$ cat src/rtl/lin_hdr_pkg.sv
package lin_hdr_pkg;

  localparam int CNT_W      = 5;
  localparam int ID_W       = 6;
  localparam int BYTE_W     = 8;
  localparam int FRAME_W    = BYTE_W + 2;
  localparam logic [BYTE_W-1:0] SYNC_BYTE = 8'h55;

  typedef enum logic [2:0] {
    ST_IDLE, ST_ARM, ST_BRK, ST_GAP1, ST_SYNC, ST_GAP2, ST_PID
  } hdrState_e;

  typedef enum logic [1:0] {
    LINE_HIGH, LINE_LOW, LINE_SHIFT
  } lineSel_e;

  typedef struct packed {
    logic     accept;
    logic     cntClr;
    logic     cntInc;
    logic     loadSync;
    logic     loadPid;
    logic     shift;
    lineSel_e lineSel;
  } dpStrobe_t;

  function automatic logic [CNT_W-1:0] brkBits(input logic [1:0] code);
    case (code)
      2'd0:    brkBits = CNT_W'(13);
      2'd1:    brkBits = CNT_W'(17);
      2'd2:    brkBits = CNT_W'(21);
      default: brkBits = CNT_W'(26);
    endcase
  endfunction

  function automatic logic [CNT_W-1:0] gapPreSync(input logic [1:0] code);
    case (code)
      2'd0:    gapPreSync = CNT_W'(1);
      2'd1:    gapPreSync = CNT_W'(4);
      2'd2:    gapPreSync = CNT_W'(8);
      default: gapPreSync = CNT_W'(14);
    endcase
  endfunction

  function automatic logic [CNT_W-1:0] gapPreId(input logic [1:0] code);
    gapPreId = (code == 2'd0) ? CNT_W'(1) : CNT_W'(4);
  endfunction

  function automatic logic [BYTE_W-1:0] protectId(input logic [ID_W-1:0] id);
    logic p0, p1;
    p0 = id[0] ^ id[1] ^ id[2] ^ id[4];
    p1 = ~(id[1] ^ id[3] ^ id[4] ^ id[5]);
    protectId = {p1, p0, id};
  endfunction

endpackage

$ cat src/rtl/lin_hdr_ctrl.sv
module lin_hdr_ctrl
  import lin_hdr_pkg::*;
(
  input  logic             clk,
  input  logic             rstN,
  input  logic             bitTick,
  input  logic             linMaster,
  input  logic             hdrCmd,
  input  logic             plainCmd,
  input  logic [1:0]       brkCode,
  input  logic [1:0]       dlyCode,
  input  logic [CNT_W-1:0] cnt,
  output dpStrobe_t        stb,
  output logic             busy,
  output logic             done
);

  localparam logic [CNT_W-1:0] BYTE_LAST = CNT_W'(FRAME_W - 1);

  hdrState_e        state, stateNext;
  logic [CNT_W-1:0] brkLim, gap1Lim, gap2Lim, curLim;
  logic             plainRun;
  logic             takeHdr, takePlain, fieldEnd, doneNext;

  assign takeHdr   = (state == ST_IDLE) && hdrCmd && linMaster;
  assign takePlain = (state == ST_IDLE) && plainCmd && !takeHdr;

  always_comb begin
    case (state)
      ST_BRK:  curLim = brkLim;
      ST_GAP1: curLim = gap1Lim;
      ST_GAP2: curLim = gap2Lim;
      default: curLim = BYTE_LAST + CNT_W'(1);
    endcase
  end

  assign fieldEnd = bitTick && (cnt == curLim - CNT_W'(1));

  always_comb begin
    stb       = '0;
    stb.lineSel = LINE_HIGH;
    stateNext = state;
    doneNext  = 1'b0;
    case (state)
      ST_IDLE: begin
        if (takeHdr || takePlain) begin
          stb.accept = 1'b1;
          stateNext  = ST_ARM;
        end
      end
      ST_ARM: begin
        if (bitTick) begin
          stb.cntClr = 1'b1;
          if (plainRun) begin
            stb.loadSync = 1'b1;
            stateNext    = ST_SYNC;
          end else begin
            stateNext = ST_BRK;
          end
        end
      end
      ST_BRK: begin
        stb.lineSel = LINE_LOW;
        if (fieldEnd) begin
          stb.cntClr = 1'b1;
          stateNext  = ST_GAP1;
        end else if (bitTick) begin
          stb.cntInc = 1'b1;
        end
      end
      ST_GAP1: begin
        if (fieldEnd) begin
          stb.cntClr   = 1'b1;
          stb.loadSync = 1'b1;
          stateNext    = ST_SYNC;
        end else if (bitTick) begin
          stb.cntInc = 1'b1;
        end
      end
      ST_SYNC: begin
        stb.lineSel = LINE_SHIFT;
        if (fieldEnd) begin
          stb.cntClr = 1'b1;
          if (plainRun) begin
            stb.loadPid = 1'b1;
            stateNext   = ST_PID;
          end else begin
            stateNext = ST_GAP2;
          end
        end else if (bitTick) begin
          stb.cntInc = 1'b1;
          stb.shift  = 1'b1;
        end
      end
      ST_GAP2: begin
        if (fieldEnd) begin
          stb.cntClr  = 1'b1;
          stb.loadPid = 1'b1;
          stateNext   = ST_PID;
        end else if (bitTick) begin
          stb.cntInc = 1'b1;
        end
      end
      ST_PID: begin
        stb.lineSel = LINE_SHIFT;
        if (fieldEnd) begin
          stb.cntClr = 1'b1;
          doneNext   = 1'b1;
          stateNext  = ST_IDLE;
        end else if (bitTick) begin
          stb.cntInc = 1'b1;
          stb.shift  = 1'b1;
        end
      end
      default: stateNext = ST_IDLE;
    endcase
  end

  always_ff @(posedge clk or negedge rstN) begin
    if (!rstN) begin
      state    <= ST_IDLE;
      brkLim   <= CNT_W'(13);
      gap1Lim  <= CNT_W'(1);
      gap2Lim  <= CNT_W'(1);
      plainRun <= 1'b0;
      done     <= 1'b0;
    end else begin
      state <= stateNext;
      done  <= doneNext;
      if (stb.accept) begin
        plainRun <= takePlain;
        brkLim   <= brkBits(brkCode);
        gap1Lim  <= gapPreSync(dlyCode);
        gap2Lim  <= gapPreId(dlyCode);
      end
    end
  end

  assign busy = (state != ST_IDLE);

endmodule

$ cat src/rtl/lin_hdr_dp.sv
module lin_hdr_dp
  import lin_hdr_pkg::*;
(
  input  logic             clk,
  input  logic             rstN,
  input  dpStrobe_t        stb,
  input  logic [ID_W-1:0]  idIn,
  output logic [CNT_W-1:0] cnt,
  output logic             txOut
);

  logic [BYTE_W-1:0]  pidReg;
  logic [FRAME_W-1:0] shReg;

  always_ff @(posedge clk or negedge rstN) begin
    if (!rstN) begin
      pidReg <= '0;
      shReg  <= '1;
      cnt    <= '0;
    end else begin
      if (stb.accept) begin
        pidReg <= protectId(idIn);
      end
      if (stb.loadSync) begin
        shReg <= {1'b1, SYNC_BYTE, 1'b0};
      end else if (stb.loadPid) begin
        shReg <= {1'b1, pidReg, 1'b0};
      end else if (stb.shift) begin
        shReg <= {1'b1, shReg[FRAME_W-1:1]};
      end
      if (stb.cntClr) begin
        cnt <= '0;
      end else if (stb.cntInc) begin
        cnt <= cnt + CNT_W'(1);
      end
    end
  end

  always_comb begin
    case (stb.lineSel)
      LINE_LOW:   txOut = 1'b0;
      LINE_SHIFT: txOut = shReg[0];
      default:    txOut = 1'b1;
    endcase
  end

endmodule

$ cat src/rtl/lin_hdr_gen.sv
module lin_hdr_gen
  import lin_hdr_pkg::*;
(
  input  logic        clk,
  input  logic        rstN,
  input  logic        bitTick,
  input  logic        linMaster,
  input  logic        hdrCmd,
  input  logic        plainCmd,
  input  logic [1:0]  brkCode,
  input  logic [1:0]  dlyCode,
  input  logic [5:0]  idIn,
  output logic        txOut,
  output logic        busy,
  output logic        done
);

  dpStrobe_t        stb;
  logic [CNT_W-1:0] cnt;

  lin_hdr_ctrl ctrl_i (
    .clk       (clk),
    .rstN      (rstN),
    .bitTick   (bitTick),
    .linMaster (linMaster),
    .hdrCmd    (hdrCmd),
    .plainCmd  (plainCmd),
    .brkCode   (brkCode),
    .dlyCode   (dlyCode),
    .cnt       (cnt),
    .stb       (stb),
    .busy      (busy),
    .done      (done)
  );

  lin_hdr_dp dp_i (
    .clk   (clk),
    .rstN  (rstN),
    .stb   (stb),
    .idIn  (idIn),
    .cnt   (cnt),
    .txOut (txOut)
  );

endmodule

$ cat config.mk
export PLATFORM = sky130hd
export DESIGN_NAME = lin_hdr_gen
export DESIGN_NICKNAME = d
export VERILOG_FILES = /design/src/rtl/lin_hdr_pkg.sv /design/src/rtl/lin_hdr_ctrl.sv /design/src/rtl/lin_hdr_dp.sv /design/src/rtl/lin_hdr_gen.sv
export SDC_FILE = /design/constraint.sdc
export NUM_CORES = 1
export LEC_CHECK = 0
export BUFFER_PORTS_ARGS = -buffer_cell sky130_fd_sc_hd__buf_4
export CORE_MARGIN = 4
export CORE_UTILIZATION = 30
export DETAILED_ROUTE_END_ITERATION = 8
export HOLD_SLACK_MARGIN = 0.02
export PLACE_DENSITY = 0.56
export SYNTH_ARGS = -nofsm -noshare
export SYNTH_HDL_FRONTEND = slang
export SYNTH_SLANG_ARGS = --single-unit
$ cat constraint.sdc
create_clock -name clk -period 3 [get_ports clk]
set_input_delay 0.75 -clock clk [delete_from_list [all_inputs] [get_ports clk]]
set_output_delay 0.75 -clock clk [all_outputs]
set_load 0.05 [all_outputs]
== Word level (Yosys, flattened, before mapping) ==
Cells that the tools add are included.

* Bitwise gates (word level): 7
* Equal/unequal tests: 20
* Reduce and logical (&&, ||, !) cells: 16
* Multiplexer cells: 35
* Add/subtract/negate cells: 2

{| class="wikitable"
|+ Operator list
! cell !! count
|-
| $mux W10 || 3
|-
| $pmux W5 S3 || 2
|-
| $mux W3 || 9
|-
| $pmux W3 S7 || 1
|-
| $pmux W4 S3 || 1
|-
| $mux W1 || 11
|-
| $mux W5 || 2
|-
| $ne A2 B1 Y1 const B || 5
|-
| $eq A3 B3 Y1 const B || 3
|-
| $pmux W1 S2 || 4
|-
| $reduce_and A7 Y1 || 1
|-
| $eq A2 B1 Y1 const B || 3
|-
| $eq A2 B2 Y1 const B || 3
|-
| $eq A3 B2 Y1 const B || 2
|-
| $reduce_bool A3 Y1 || 2
|-
| $xor A1 B1 Y1 || 6
|-
| $add A5 B1 Y5 const B || 1
|-
| $eq A5 B5 Y1 || 1
|-
| $logic_and A1 B1 Y1 || 5
|-
| $reduce_or A5 Y1 || 1
|-
| $sub A5 B1 Y5 const B || 1
|-
| $logic_not A2 Y1 || 2
|-
| $ne A2 B2 Y1 const B || 2
|-
| $pmux W2 S2 || 1
|-
| 8 further kinds || 8
|}

* Register bits: 43
* Input port bits: 16
* Output and inout port bits: 3
* Word-level logic and storage cells: 89

== Depth between registers and ports, before layout ==
Gate-level depths: netlist of the first run.

* Depth in word-level cells: 10
* Gate-level depth with buffers: 13
* Gate-level depth less buffers: 9

== By module ==
From an unflattened synthesis of the first run, not the netlist that was laid out.

* Cell total of the unflattened synthesis: 221
* Area, all modules: 2262.2 um^2

{| class="wikitable"
|+ Modules (own cells, without submodules)
! module !! sequential area each (um^2) !! area each (um^2) !! cells an instance !! times used
|-
| lin_hdr_ctrl || 380.4 || 1209.9 || 139 || 1
|-
| lin_hdr_dp || 561.8 || 1052.3 || 82 || 1
|}

== Least setup slack after synthesis of the first run ==
OpenSTA, ideal clock, no wires.

* Path kind: flip-flop to flip-flop
* Start point: register ctrl_i.state[0]
* End point: register dp_i.cnt[1]
* Path buffers: 3
* Library setup time: 0.122 ns
* Data required time: 2.878 ns
* Clock period less this slack: 2.656 ns
* Setup slack: 0.344 ns
* Stages on the path, launching flop included: 12
* Arrival: 2.534 ns
* Cells stage by stage: dfrtp_1 -> buf_6 -> mux2_4 -> a22oi_1 -> ha_1 -> xor2_1 -> nand2b_1 -> a211oi_1 -> o22ai_4 -> buf_6 -> buf_4 -> a32o_1

* Cells in the longest elaborated chain, start to end: 8
* Elaborated cells between the ends (all ways): 17
* Classes of those cells: add/sub: 1; eq/ne: 7; mux: 6; reduce/logical: 3

{| class="wikitable"
|+ Ends and longest elaborated chain
! item !! RTL line !! source
|-
| start: declaration || lin_hdr_ctrl.sv:20 || <nowiki>hdrState_e state, stateNext;</nowiki>
|-
| start signal: assignment || lin_hdr_ctrl.sv:128 || <nowiki>state <= stateNext;</nowiki>
|-
| $eq A3 B3 Y1 / $eq A3 B2 Y1 (equally long branches) || lin_hdr_ctrl.sv:29, lin_hdr_ctrl.sv:44 ||
|-
| $pmux W5 S3 || lin_hdr_ctrl.sv:29 || <nowiki>case (state)</nowiki>
|-
| $sub A5 B1 Y5 || lin_hdr_ctrl.sv:37 || <nowiki>assign fieldEnd = bitTick && (cnt == curLim - CNT_W'(1));</nowiki>
|-
| $eq A5 B5 Y1 || lin_hdr_ctrl.sv:37 ||
|-
| $logic_and A1 B1 Y1 || lin_hdr_ctrl.sv:37 ||
|-
| $mux W1 (on tied branches) || n/a ||
|-
| $pmux W1 S2 / $mux W1 (equally long branches) || n/a ||
|-
| $mux W5 / $reduce_bool A2 Y1 (equally long branches) || n/a ||
|-
| end signal: assignment || lin_hdr_dp.sv:34 || <nowiki>cnt <= cnt + CNT_W'(1);</nowiki>
|-
| end: declaration || lin_hdr_dp.sv:8 || <nowiki>output logic [CNT_W-1:0] cnt,</nowiki>
|}

Several ways; a longest one is shown, not always the timed one.
A chain may end at the register's enable or synchronous reset.

== Worst setup path in the final report of the first run ==
* Start point: register ctrl_i.state[0]
* End point: register dp_i.shReg[6]

* Cells in the longest elaborated chain, start to end: 9
* Elaborated cells between the ends (all ways): 20
* Classes of those cells: add/sub: 1; eq/ne: 7; mux: 9; reduce/logical: 3

{| class="wikitable"
|+ Ends and longest elaborated chain
! item !! RTL line !! source
|-
| $eq A3 B3 Y1 (tied with other cells) || lin_hdr_ctrl.sv:29, lin_hdr_ctrl.sv:44 ||
|-
| $pmux W5 S3 || lin_hdr_ctrl.sv:29 ||
|-
| $sub A5 B1 Y5 || lin_hdr_ctrl.sv:37 ||
|-
| $eq A5 B5 Y1 || lin_hdr_ctrl.sv:37 ||
|-
| $logic_and A1 B1 Y1 || lin_hdr_ctrl.sv:37 ||
|-
| $mux W1 (on tied branches) || lin_hdr_ctrl.sv:72, lin_hdr_ctrl.sv:96, lin_hdr_ctrl.sv:82 ||
|-
| $pmux W1 S2 || lin_hdr_ctrl.sv:44 || <nowiki>case (state)</nowiki>
|-
| $mux W10 || lin_hdr_dp.sv:26 || <nowiki>end else if (stb.loadPid) begin</nowiki>
|-
| $mux W10 || lin_hdr_dp.sv:24 || <nowiki>if (stb.loadSync) begin</nowiki>
|-
| end signal: assignment || lin_hdr_dp.sv:25 || <nowiki>shReg <= {1'b1, SYNC_BYTE, 1'b0};</nowiki>
|-
| end signal: assignment || lin_hdr_dp.sv:27 || <nowiki>shReg <= {1'b1, pidReg, 1'b0};</nowiki>
|-
| end signal: assignment || lin_hdr_dp.sv:29 || <nowiki>shReg <= {1'b1, shReg[FRAME_W-1:1]};</nowiki>
|-
| end: declaration || lin_hdr_dp.sv:13 || <nowiki>logic [FRAME_W-1:0] shReg;</nowiki>
|}

Several ways; a longest one is shown, not always the timed one.

==> parameters.txt, run 1 <==
Parameter                              Value

Global routing
  Initial antenna violation count    0
  Wire length of the first global-routing pass    8652 um
  Overall Global Routing Usage    11.99%
  Number of global-route vias before repair    1782
  GRT Residual Overflow    0
  Pin count of the biggest net entering global routing    38

Yosys
  Top cell type's share of synthesized area    26.33%
  Seq/Total Area, Yosys    41.31%
  Most used standard cell by instance count after synthesis    sky130_fd_sc_hd__nand2_1
  Parity-gate share of the synthesized area counting xor and xnor cells    3.072%
  Number of flops mapped to enable cells by yosys    0
  Mapped Cells    265
  Async S/R FF share, synth    100.0%
  Arithmetic-cell share of the synthesized area counting full adders, half adders and majority gates    3.291%
  Share of synthesized cell area in and, or, nand and nor gates    25.95%
  Prevailing post-synth register cell    sky130_fd_sc_hd__dfrtp_1
  Register bit total from synthesis    37
  Post-synthesis mux area share    5.101%
  Main combinational cell family by area after synthesis    simple AND/OR/NAND/NOR gates
  Syn Std Cell Area    0.002281 mm2
  Post-synthesis compound-gate area fraction    15.91%
  Synthesized area per cell    8.607 um2
  Unique cell type count in the Yosys netlist    51
  Number of warnings reported in the yosys synthesis log    0
  Cell accounting for the most synthesized area    sky130_fd_sc_hd__dfrtp_1
  Top cells by count, synth    68 x sky130_fd_sc_hd__nand2_1, 24 x sky130_fd_sc_hd__dfrtp_1, 22 x sky130_fd_sc_hd__nor2_1
  Number of nets produced by synthesis    287
  Cells taking the most area after synthesis    sky130_fd_sc_hd__dfrtp_1 26%, sky130_fd_sc_hd__dfstp_2 15%, sky130_fd_sc_hd__nand2_1 11%

Pwr
  Clk pwr share    22.0%
  Switch Pwr    0.8544 mW
  Share of total power in combinational logic    39.8%
  Leakage power    1.283 nW
  Register share of total power    38.2%
  Power Internal    1.495 mW
  Cell Pwr Density    878.5 mW/mm2
  Net switching share of the total power    36.37%
  Maximum vdd ir drop    0.3409 mV

Worst setup path
  R2R setup slack    0.33 ns
  Number of cell instances on the worst register-to-register path    10
  Required time of the worst setup path    3.21 ns
  Critical path peak fanout    11
  Launching element type of the critical path    flop
  Worst path arrival time    2.89 ns
  Critical path capture point type    flop
  Critical path start-end classification    flop to flop

STA
  Slew Viols, Final    0
  Final hold viol count    0
  Worst max-slew margin expressed relative to the limit    43.29%
  Period utilization    89.03%
  Post-route worst hold slack    0.4198 ns
  Maximum operating frequency    374.4 MHz
  Largest clock skew in the final design    0.005475 ns
  Number of setup violations in the final report    0
  Post-Route Setup TNS    0 ns
  Actual slew at the worst max-slew pin    0.8442 ns
  Tmin final    2.671 ns
  Setup repair after global routing missed its margin    false

Floorplanning
  Initial cell density of the core    31.11%
  Die Span X    95.20 um
  Placeable core region    0.007331 mm2
  Vertical die dimension    95.20 um
  Area of the die    0.009062 mm2
  Ports    19
  Placement Rows    31

Drt
  DRT iter0 DRCs    131
  Drt pass-1 iters    5
  DR vias    1877
  Routed wire length per instance    12.94 um
  Per-cell via count in the routed design    4.875
  Number of nets with antenna violations after routing    0
  Overall routed net length    4981 um
  Count of unresolved DRC violations after routing    0

Placed design
  Final weighted congestion of routability-driven global placement    0.8257
  Port Buffer Count    18
  Post-DP HPWL    3613 um

Clock network
  Sinks on Clock Net    37
  Buffers inserted by post-CTS timing repair    0
  Number of H-tree branching levels    2
  Maximum buffer depth of the clock tree    2
  Clock buffer count from CTS    5
  Clock edge transition at the registers on the reported setup and hold paths    0.08 ns
  Root Driver    sky130_fd_sc_hd__clkbuf_8
  Clk Latency, worst-skew pair    0.29 ns
  Clock tree from TritonCTS    built

Final layout
  Fraction of layout instances using a drive strength above 1    21.33%
  Multi-input gate area    0.001226 mm2
  Sequential cell area in the final layout    942.2 um2
  Area grow syn2layout    17.22%
  Count of filler cells inserted in the layout    762
  Number of antenna cells inserted    0
  Post-layout nets    307

Status
  Outcome    complete, no violations

Hold path
  Hold Path Class    input pin to async pin

Flow run
  Max Cap Viol    0
-- power by group through the flow --
stage                     clock, mW  combinational [mW]  sequential [mW]
after floorplan                   0               0.800            0.818
after global placement            0               0.919            0.903
after detailed placement          0               0.926            0.907
after CTS                     0.527               0.931            0.899
after global routing          0.552                1.07            0.928
final                         0.516               0.936            0.897
-- path summary, 6_finish.rpt --
kind / start / to
worst max-delay path: ctrl_i.state[0] / dp_i.shReg[6]
worst min-delay path: rstN / dp_i.pidReg[2]
worst max register to register: ctrl_i.state[0] / dp_i.shReg[6]
worst min register to register: ctrl_i.brkLim[2] / ctrl_i.brkLim[2]
max in group asynchronous: rstN / ctrl_i.brkLim[2]
min in group clk: ctrl_i.brkLim[2] / ctrl_i.brkLim[2]
-- placed cells by master (no fill, tap or decap), drive strengths merged, types with 8 or more instances in the layout --
cell,instances
inv,8
dfstp,13
and3,8
o21ai,12
mux2i,9
a21oi,8
nand2,68
buf,29
nor2,22
dfrtp,24
nand3,12
-- registers in the layout, indices dropped and copies added (netlist names), 3 cells and up --
name            count
dp_i.cnt            5
ctrl_i.gap1Lim      4
dp_i.pidReg         8
ctrl_i.state        3
dp_i.shReg          9
ctrl_i.brkLim       5
-- worst max-delay path, cell delays in order (launching register included) --
cell                       delay (ns)
sky130_fd_sc_hd__dfrtp_1         0.42
sky130_fd_sc_hd__mux2_4          0.31
sky130_fd_sc_hd__a22oi_2         0.23
sky130_fd_sc_hd__ha_1            0.29
sky130_fd_sc_hd__xor2_1          0.19
sky130_fd_sc_hd__nand2b_1        0.09
sky130_fd_sc_hd__a211oi_2        0.26
sky130_fd_sc_hd__o22ai_4         0.17
sky130_fd_sc_hd__buf_4           0.20
sky130_fd_sc_hd__and3_1          0.17
sky130_fd_sc_hd__a211o_1         0.27
-- what timing repair did --
item	in CTS	in global routing
endpoints found under the setup margin	0	5
hold buffers	0	0
resized for setup	0	2
-- per-stage QoR --
| step | utilization, % | cells | setup WS [ns] | power [mW] | area, um2 |
|---|---|---|---|---|---|
| finish | 36.47 | 385 | 0.3290 | 2.349 | 2674 |
| global route | 36.47 | 385 | 0.09408 | 2.546 | 2674 |
| CTS | 36.34 | 385 | 0.1639 | 2.357 | 2664 |
| detailed placement | 34.51 | 377 | 0.1835 | 1.832 | 2530 |
| global placement | 34.51 | 377 | 0.2649 | 1.822 | 2530 |
| floorplan | - | 265 | 0.3443 | 1.618 | 2281 |
-- area by class of cell --
| type | count | share of cell area (%) |
|---|---|---|
| clock buffer | 5 | 2.574 |
| timing repair buffer | 29 | 8.142 |
| sequential | 37 | 35.24 |
| inverter | 8 | 1.123 |
| multi-input combinational | 204 | 45.86 |
| clock inverter | 3 | 2.433 |
| tap | 99 | 4.633 |
-- cells by family after synthesis --
family	Yosys count
buffers and inverters	24
XOR/XNOR	8
adder cells (fa/ha/maj)	6
AND/OR/NAND/NOR	132
flip-flops	37
AO/OA/AOI/OAI	47
multiplexers	11
-- layer usage --
layer | wire, um | track usage, % | vias to the layer above
met5 | 0 | 0 | -
met2 | 2152 | 17.67 | 51
met4 | 47 | 2.885 | 0
li1 | - | - | 948
met1 | 2544 | 17.91 | 873
met3 | 237 | 2.368 | 5
No activity file was read; power rests on OpenSTA's default activity.
==> inputs of run 2 (changes only) <==
ABC_CLOCK_PERIOD_IN_PS = 3200   (was not set)
SKIP_LAST_GASP = 1   (was not set)
clock period = 3.2 ns   (was 3 ns; I/O delays follow)
==> run 2 against run 1 <==
Effect of this change: critical path depth decreased by 1; worst setup slack got worse by 0.050 ns; maximum frequency decreased by 8.6%; largest power group is now sequential cells; sequential power decreased by 5.0%; first-iteration DRC count increased by 20%; largest cell class unchanged; register-to-register slack got worse by 0.05 ns.
==> parameters.txt, run 2 (synthesis results as in run 1) <==
Parameter                              Value

Status
  Outcome    complete, no violations

Worst setup path
  Worst r2r dst    ctrl_i.state[0]
  Combined buffer and inverter count along the critical path    0
  Worst path arrival time    3.11 ns
  Critical path peak fanout    19
  Number of cell instances on the worst register-to-register path    9
  Critical path start-end classification    flop to flop
  Startpoint of the lowest-slack register-to-register path    ctrl_i.state[0]
  Gate family responsible for the most delay along the worst path    compound AO/OA/AOI/OAI gates
  Slowest cell on crit path    sky130_fd_sc_hd__dfrtp_1
  Required time of the worst setup path    3.38 ns
  Cell-by-cell trace of the critical path    mux2_4, a22oi_1, ha_1, xor2_1, nand2b_1, a211oi_2, o22ai_4, or2_1, o311ai_1
  R2R setup slack    0.28 ns
  Launching element type of the critical path    flop
  Largest incremental delay on the critical path    0.50 ns
  Critical path capture point type    flop

Final layout
  Registers with the most flip-flops    dp_i.shReg x9, dp_i.pidReg x8
  Post-layout nets    303
  Fraction of layout instances using a drive strength above 1    19.86%
  Top reg by flops    dp_i.shReg
  Max FFs per register    9
  Cell area after layout    0.002620 mm2
  Commonest cells after routing, fill and taps aside    68 x sky130_fd_sc_hd__nand2_1, 25 x sky130_fd_sc_hd__buf_4, 24 x sky130_fd_sc_hd__dfrtp_1, 22 x sky130_fd_sc_hd__nor2_1, 13 x sky130_fd_sc_hd__dfstp_2
  Area grow syn2layout    14.87%
  Most frequent standard cell in the layout excluding fill and tap cells    sky130_fd_sc_hd__nand2_1
  Number of standard cells in the layout, taps in and fillers out    381
  Number of antenna cells inserted    0

Clock network
  Clock tree from TritonCTS    built
  Sinks on Clock Net    37
  Root Driver    sky130_fd_sc_hd__clkbuf_8
  Clock edge transition at the registers on the reported setup and hold paths    0.08 ns
  Maximum buffer depth of the clock tree    2
  Buffers inserted by post-CTS timing repair    0
  Number of H-tree branching levels    2
  Clock buffer count from CTS    5
  Clk Latency, worst-skew pair    0.29 ns
  Hold Buf Count CTS    0
  Post-CTS Resized    0

Pwr
  Leakage power    1.250 nW
  Cell Pwr Density    806.5 mW/mm2
  Maximum vdd ir drop    0.2557 mV

Floorplanning
  Area of the die    0.009062 mm2
  Initial cell density of the core    31.11%
  Placement Rows    31
  Ports    19
  Placeable core region    0.007331 mm2
  Vertical die dimension    95.20 um
  Die Span X    95.20 um

STA
  Actual slew at the worst max-slew pin    0.7222 ns
  Number of setup violations in the final report    0
  Post-Route Setup TNS    0 ns
  Tmin final    2.921 ns
  Setup repair after global routing missed its margin    false
  Worst max-slew margin expressed relative to the limit    51.49%
  Maximum operating frequency    342.4 MHz
  Final hold viol count    0
  Slew Viols, Final    0
  Period utilization    91.28%
  Largest clock skew in the final design    0.01124 ns
  Post-route worst hold slack    0.4554 ns

Placed design
  Port Buffer Count    18
  Final weighted congestion of routability-driven global placement    0.8059
  Placed Instance Area    0.002500 mm2
  Placed Instances    373
  Post-DP HPWL    3588 um

Drt
  Routed wire length per instance    12.87 um
  DR vias    1806
  Drt pass-1 iters    4
  Count of unresolved DRC violations after routing    0
  Overall routed net length    4902 um
  Per-cell via count in the routed design    4.740
  Number of nets with antenna violations after routing    0
  DRT iter0 DRCs    157

Global routing
  GRT Residual Overflow    0
  Pin count of the biggest net entering global routing    38
  Overall Global Routing Usage    11.73%
  Initial antenna violation count    0
  Number of global-route vias before repair    1745
  Wire length of the first global-routing pass    8404 um

Hold path
  Hold Path Class    input pin to async pin

Flow run
  Max Cap Viol    0
-- run 2: cell count changes in the layout (fill, tap and decap cells not counted) --
| cell | change |
|---|---|
| sky130_fd_sc_hd__buf_4 | -4 |
| sky130_fd_sc_hd__a22oi_1 | +1 |
| sky130_fd_sc_hd__a22oi_2 | -1 |
| sky130_fd_sc_hd__bufinv_16 | -1 |
| sky130_fd_sc_hd__clkinv_2 | -1 |
| sky130_fd_sc_hd__clkinv_4 | +1 |
| sky130_fd_sc_hd__clkinvlp_4 | +1 |
-- run 2: power breakdown --
part	switching (mW)	total, mW	internal, mW
logic	0.454	0.845	0.391
clock network	0.182	0.416	0.233
registers	0.171	0.852	0.682
total	0.807	2.11	1.31
-- run 2: worst reg2reg max path, delay by kind of cell, from the launching register on --
family                   cells  cell delay [ns]
AND/OR/NAND/NOR              2             0.38
adder cells (fa/ha/maj)      1             0.32
XOR/XNOR                     1             0.21
AO/OA/AOI/OAI                4             1.09
multiplexers                 1             0.32
flip-flops                   1             0.50
-- run 2: layout make-up --
| cell class | count | area (um2) |
|---|---|---|
| Inverter | 8 | 30.03 |
| Multi-Input combinational cell | 204 | 1221 |
| Clock inverter | 3 | 46.29 |
| Timing Repair Buffer | 25 | 187.7 |
| Sequential cell | 37 | 942.2 |
| Fill cell | 756 | 4711 |
| Clock buffer | 5 | 68.82 |
| Tap cell | 99 | 123.9 |
-- run 2: worst max-delay path by stage --
stage	from	endpoint	slack, ns	cells past startpoint
2_1_floorplan	ctrl_i.state[0]	dp_i.cnt[1]	0.54	11
4_1_cts	ctrl_i.state[0]	ctrl_i.state[0]	0.21	9
6_report	ctrl_i.state[0]	ctrl_i.state[0]	0.28	9
3_5_place_dp	ctrl_i.state[0]	dp_i.shReg[8]	0.26	10
3_3_place_gp	ctrl_i.state[0]	ctrl_i.state[2]	0.33	9
5_1_grt	ctrl_i.state[0]	ctrl_i.state[0]	0.04	9
-- run 2: stage by stage --
stage	utilization [%]	total power [mW]	setup WS, ns
finish	35.74	2.113	0.2791
global route	35.74	2.282	0.04180
CTS	35.67	2.126	0.2148
detailed placement	34.10	1.699	0.2601
global placement	34.10	1.688	0.3291
floorplan	-	1.517	0.5443
-- run 2: routing by layer --
| layer | up-vias | GRT usage, % | wire, um |
|---|---|---|---|
| met2 | 25 | 17.03 | 2160 |
| met1 | 835 | 17.36 | 2521 |
| met5 | - | 0 | 0 |
| met4 | 0 | 3.606 | 66 |
| met3 | 6 | 2.368 | 153 |
| li1 | 940 | - | - |
==> inputs of run 3 (changes only) <==
REMOVE_ABC_BUFFERS = 1   (was not set)
==> run 3 against run 2 <==
Effect of this change: first-iteration DRC count is 20% lower; cell count is 0.26% lower; global-route usage is 0.17 points lower; sequential cell count stayed put; via count is 2.4% higher; non-clock buffer count is 1 lower; total power is 0.25% lower; clock power is 1% higher; combinational power is 0.9% lower; critical path depth stayed put; clock-buffer cell count is 2 higher; critical path type unchanged; largest power group unchanged; highest routed layer unchanged.
==> parameters.txt, run 3 (synthesis results as in run 1) <==
Parameter                              Value

Pwr
  Power Internal    1.325 mW
  Cell Pwr Density    808.0 mW/mm2
  Maximum vdd ir drop    0.3024 mV
  Clk pwr share    20.0%
  Power Total    2.108 mW
  Register share of total power    40.3%
  Switch Pwr    0.7832 mW
  Share of total power in combinational logic    39.7%
  Net switching share of the total power    37.16%
  Leakage power    1.250 nW

Worst setup path
  Critical path start-end classification    flop to flop
  Gate family responsible for the most delay along the worst path    compound AO/OA/AOI/OAI gates
  Combined buffer and inverter count along the critical path    0
  Cell-by-cell trace of the critical path    mux2_4, a22oi_1, ha_1, xor2_1, nand2b_1, a211oi_1, o22ai_4, or2_1, a211o_1
  Worst path arrival time    3.16 ns
  Critical path capture point type    flop
  Slowest cell on crit path    sky130_fd_sc_hd__dfrtp_1
  Required time of the worst setup path    3.38 ns
  Launching element type of the critical path    flop
  Largest incremental delay on the critical path    0.50 ns
  Critical path peak fanout    20

Clock network
  Number of H-tree branching levels    2
  Clock edge transition at the registers on the reported setup and hold paths    0.08 ns
  Clk Latency, worst-skew pair    0.29 ns
  Buffers inserted by post-CTS timing repair    0
  Sinks on Clock Net    37
  Root Driver    sky130_fd_sc_hd__clkbuf_8
  Post-CTS Resized    0
  Clock tree from TritonCTS    built
  Maximum buffer depth of the clock tree    2
  Clock buffer count from CTS    5
  Hold Buf Count CTS    0

STA
  Post-Route Setup TNS    0 ns
  Setup repair after global routing missed its margin    false
  Worst max-slew margin expressed relative to the limit    45.55%
  Period utilization    93.06%
  Minimum setup slack in the final design    0.2221 ns
  Slew Viols, Final    0
  Final hold viol count    0
  Maximum operating frequency    335.8 MHz
  Actual slew at the worst max-slew pin    0.8167 ns
  Number of setup violations in the final report    0
  Tmin final    2.978 ns
  Largest clock skew in the final design    0.006470 ns

Floorplanning
  Area of the die    0.009062 mm2
  Ports    19
  Initial cell density of the core    31.11%
  Vertical die dimension    95.20 um
  Placement Rows    31
  Placeable core region    0.007331 mm2
  Die Span X    95.20 um

Final layout
  Commonest cells after routing, fill and taps aside    68 x sky130_fd_sc_hd__nand2_1, 24 x sky130_fd_sc_hd__dfrtp_1, 24 x sky130_fd_sc_hd__buf_4, 22 x sky130_fd_sc_hd__nor2_1, 13 x sky130_fd_sc_hd__dfstp_2
  Post-layout nets    302
  Multi-input gate area    0.001216 mm2
  Most frequent standard cell in the layout excluding fill and tap cells    sky130_fd_sc_hd__nand2_1
  Sequential cell area in the final layout    942.2 um2
  Number of standard cells in the layout, taps in and fillers out    380
  Area grow syn2layout    14.37%
  Count of filler cells inserted in the layout    768
  Fraction of layout instances using a drive strength above 1    18.86%
  Number of antenna cells inserted    0
  Registers with the most flip-flops    dp_i.shReg x9, dp_i.pidReg x8
  Max FFs per register    9
  Top reg by flops    dp_i.shReg

Status
  Outcome    complete, no violations

Global routing
  Pin count of the biggest net entering global routing    38
  Overall Global Routing Usage    11.55%
  Wire length of the first global-routing pass    8231 um
  Number of global-route vias before repair    1668
  GRT Residual Overflow    0
  Initial antenna violation count    0

Drt
  DRT iter0 DRCs    126
  Count of unresolved DRC violations after routing    0
  Routed wire length per instance    12.94 um
  Per-cell via count in the routed design    4.868
  Number of nets with antenna violations after routing    0
  DR vias    1850
  Drt pass-1 iters    4
  Overall routed net length    4917 um

Placed design
  Post-DP HPWL    3594 um
  Final weighted congestion of routability-driven global placement    0.8290
  Worst setup slack before clock tree synthesis    0.2288 ns
  Placed Instances    372
  Port Buffer Count    18

Hold path
  Hold Path Class    input pin to async pin

Flow run
  Max Cap Viol    0
==> run 3: cell count changes in the layout (fill, tap and decap cells not counted) <==
cell                         previous run  this run
sky130_fd_sc_hd__a211oi_1               1         2
sky130_fd_sc_hd__a211oi_2               1         0
sky130_fd_sc_hd__buf_4                 25        24
sky130_fd_sc_hd__clkbuf_1               0         1
sky130_fd_sc_hd__clkbuf_8               5         6
sky130_fd_sc_hd__clkinv_4               1         0
sky130_fd_sc_hd__clkinvlp_4             1         0
==> run 3: power groups by stage <==
| stage | Clock [mW] | Sequential (mW) | Combinational [mW] |
|---|---|---|---|
| after floorplan | 0 | 0.819 | 0.650 |
| after global placement | 0 | 0.857 | 0.827 |
| after detailed placement | 0 | 0.857 | 0.837 |
| after CTS | 0.434 | 0.851 | 0.841 |
| after global routing | 0.457 | 0.880 | 0.940 |
| final | 0.421 | 0.850 | 0.837 |
==> run 3: final timing paths <==
path                                    from                 to  slack [ns]  cells after the start
setup / recovery             ctrl_i.state[0]    ctrl_i.state[2]        0.22                      9
hold / removal                          rstN     dp_i.pidReg[4]        0.47                      1
setup reg to reg             ctrl_i.state[0]    ctrl_i.state[2]        0.22                      9
hold reg to reg            ctrl_i.gap1Lim[1]  ctrl_i.gap1Lim[1]        0.47                      2
max in group asynchronous               rstN      dp_i.shReg[7]        2.37                      1
min in group clk           ctrl_i.gap1Lim[1]  ctrl_i.gap1Lim[1]        0.47                      2
==> run 3: area by class of cell <==
cell class / count / share of cell area, %
Multi-Input combinational cell: 204 / 46.62
Sequential cell: 37 / 36.12
Timing Repair Buffer: 24 / 6.906
Tap cell: 99 / 4.748
Clock buffer: 7 / 3.309
Clock inverter: 1 / 1.151
Inverter: 8 / 1.151
==> run 3: worst reg2reg max path, delay by kind of cell, from the launching register on <==
kind	cells	cell delay [ns]
AOI/OAI and AO/OA	4	1.18
muxes	1	0.32
xor gates and xnor gates	1	0.20
adders and majority gates	1	0.29
and+or+nand+nor	2	0.38
DFF	1	0.50
==> run 3: per-stage QoR <==
step / hold WS (ns) / utilization (%) / area (um2)
4_1_cts: 0.4735 / 35.59 / 2609
5_1_grt: 0.4910 / 35.59 / 2609
2_1_floorplan: 0.4385 / - / 2188
6_report: 0.4663 / 35.59 / 2609
3_3_place_gp: 0.4516 / 34.00 / 2492
3_5_place_dp: 0.4563 / 34.00 / 2492
==> run 3: routing by layer <==
metal | GRT usage, % | wire, um | vias up
met5 | 0 | 0 | -
met4 | 3.606 | 69 | 0
met3 | 2.684 | 223 | 5
met2 | 15.57 | 2048 | 37
met1 | 17.87 | 2576 | 867
li1 | - | - | 941
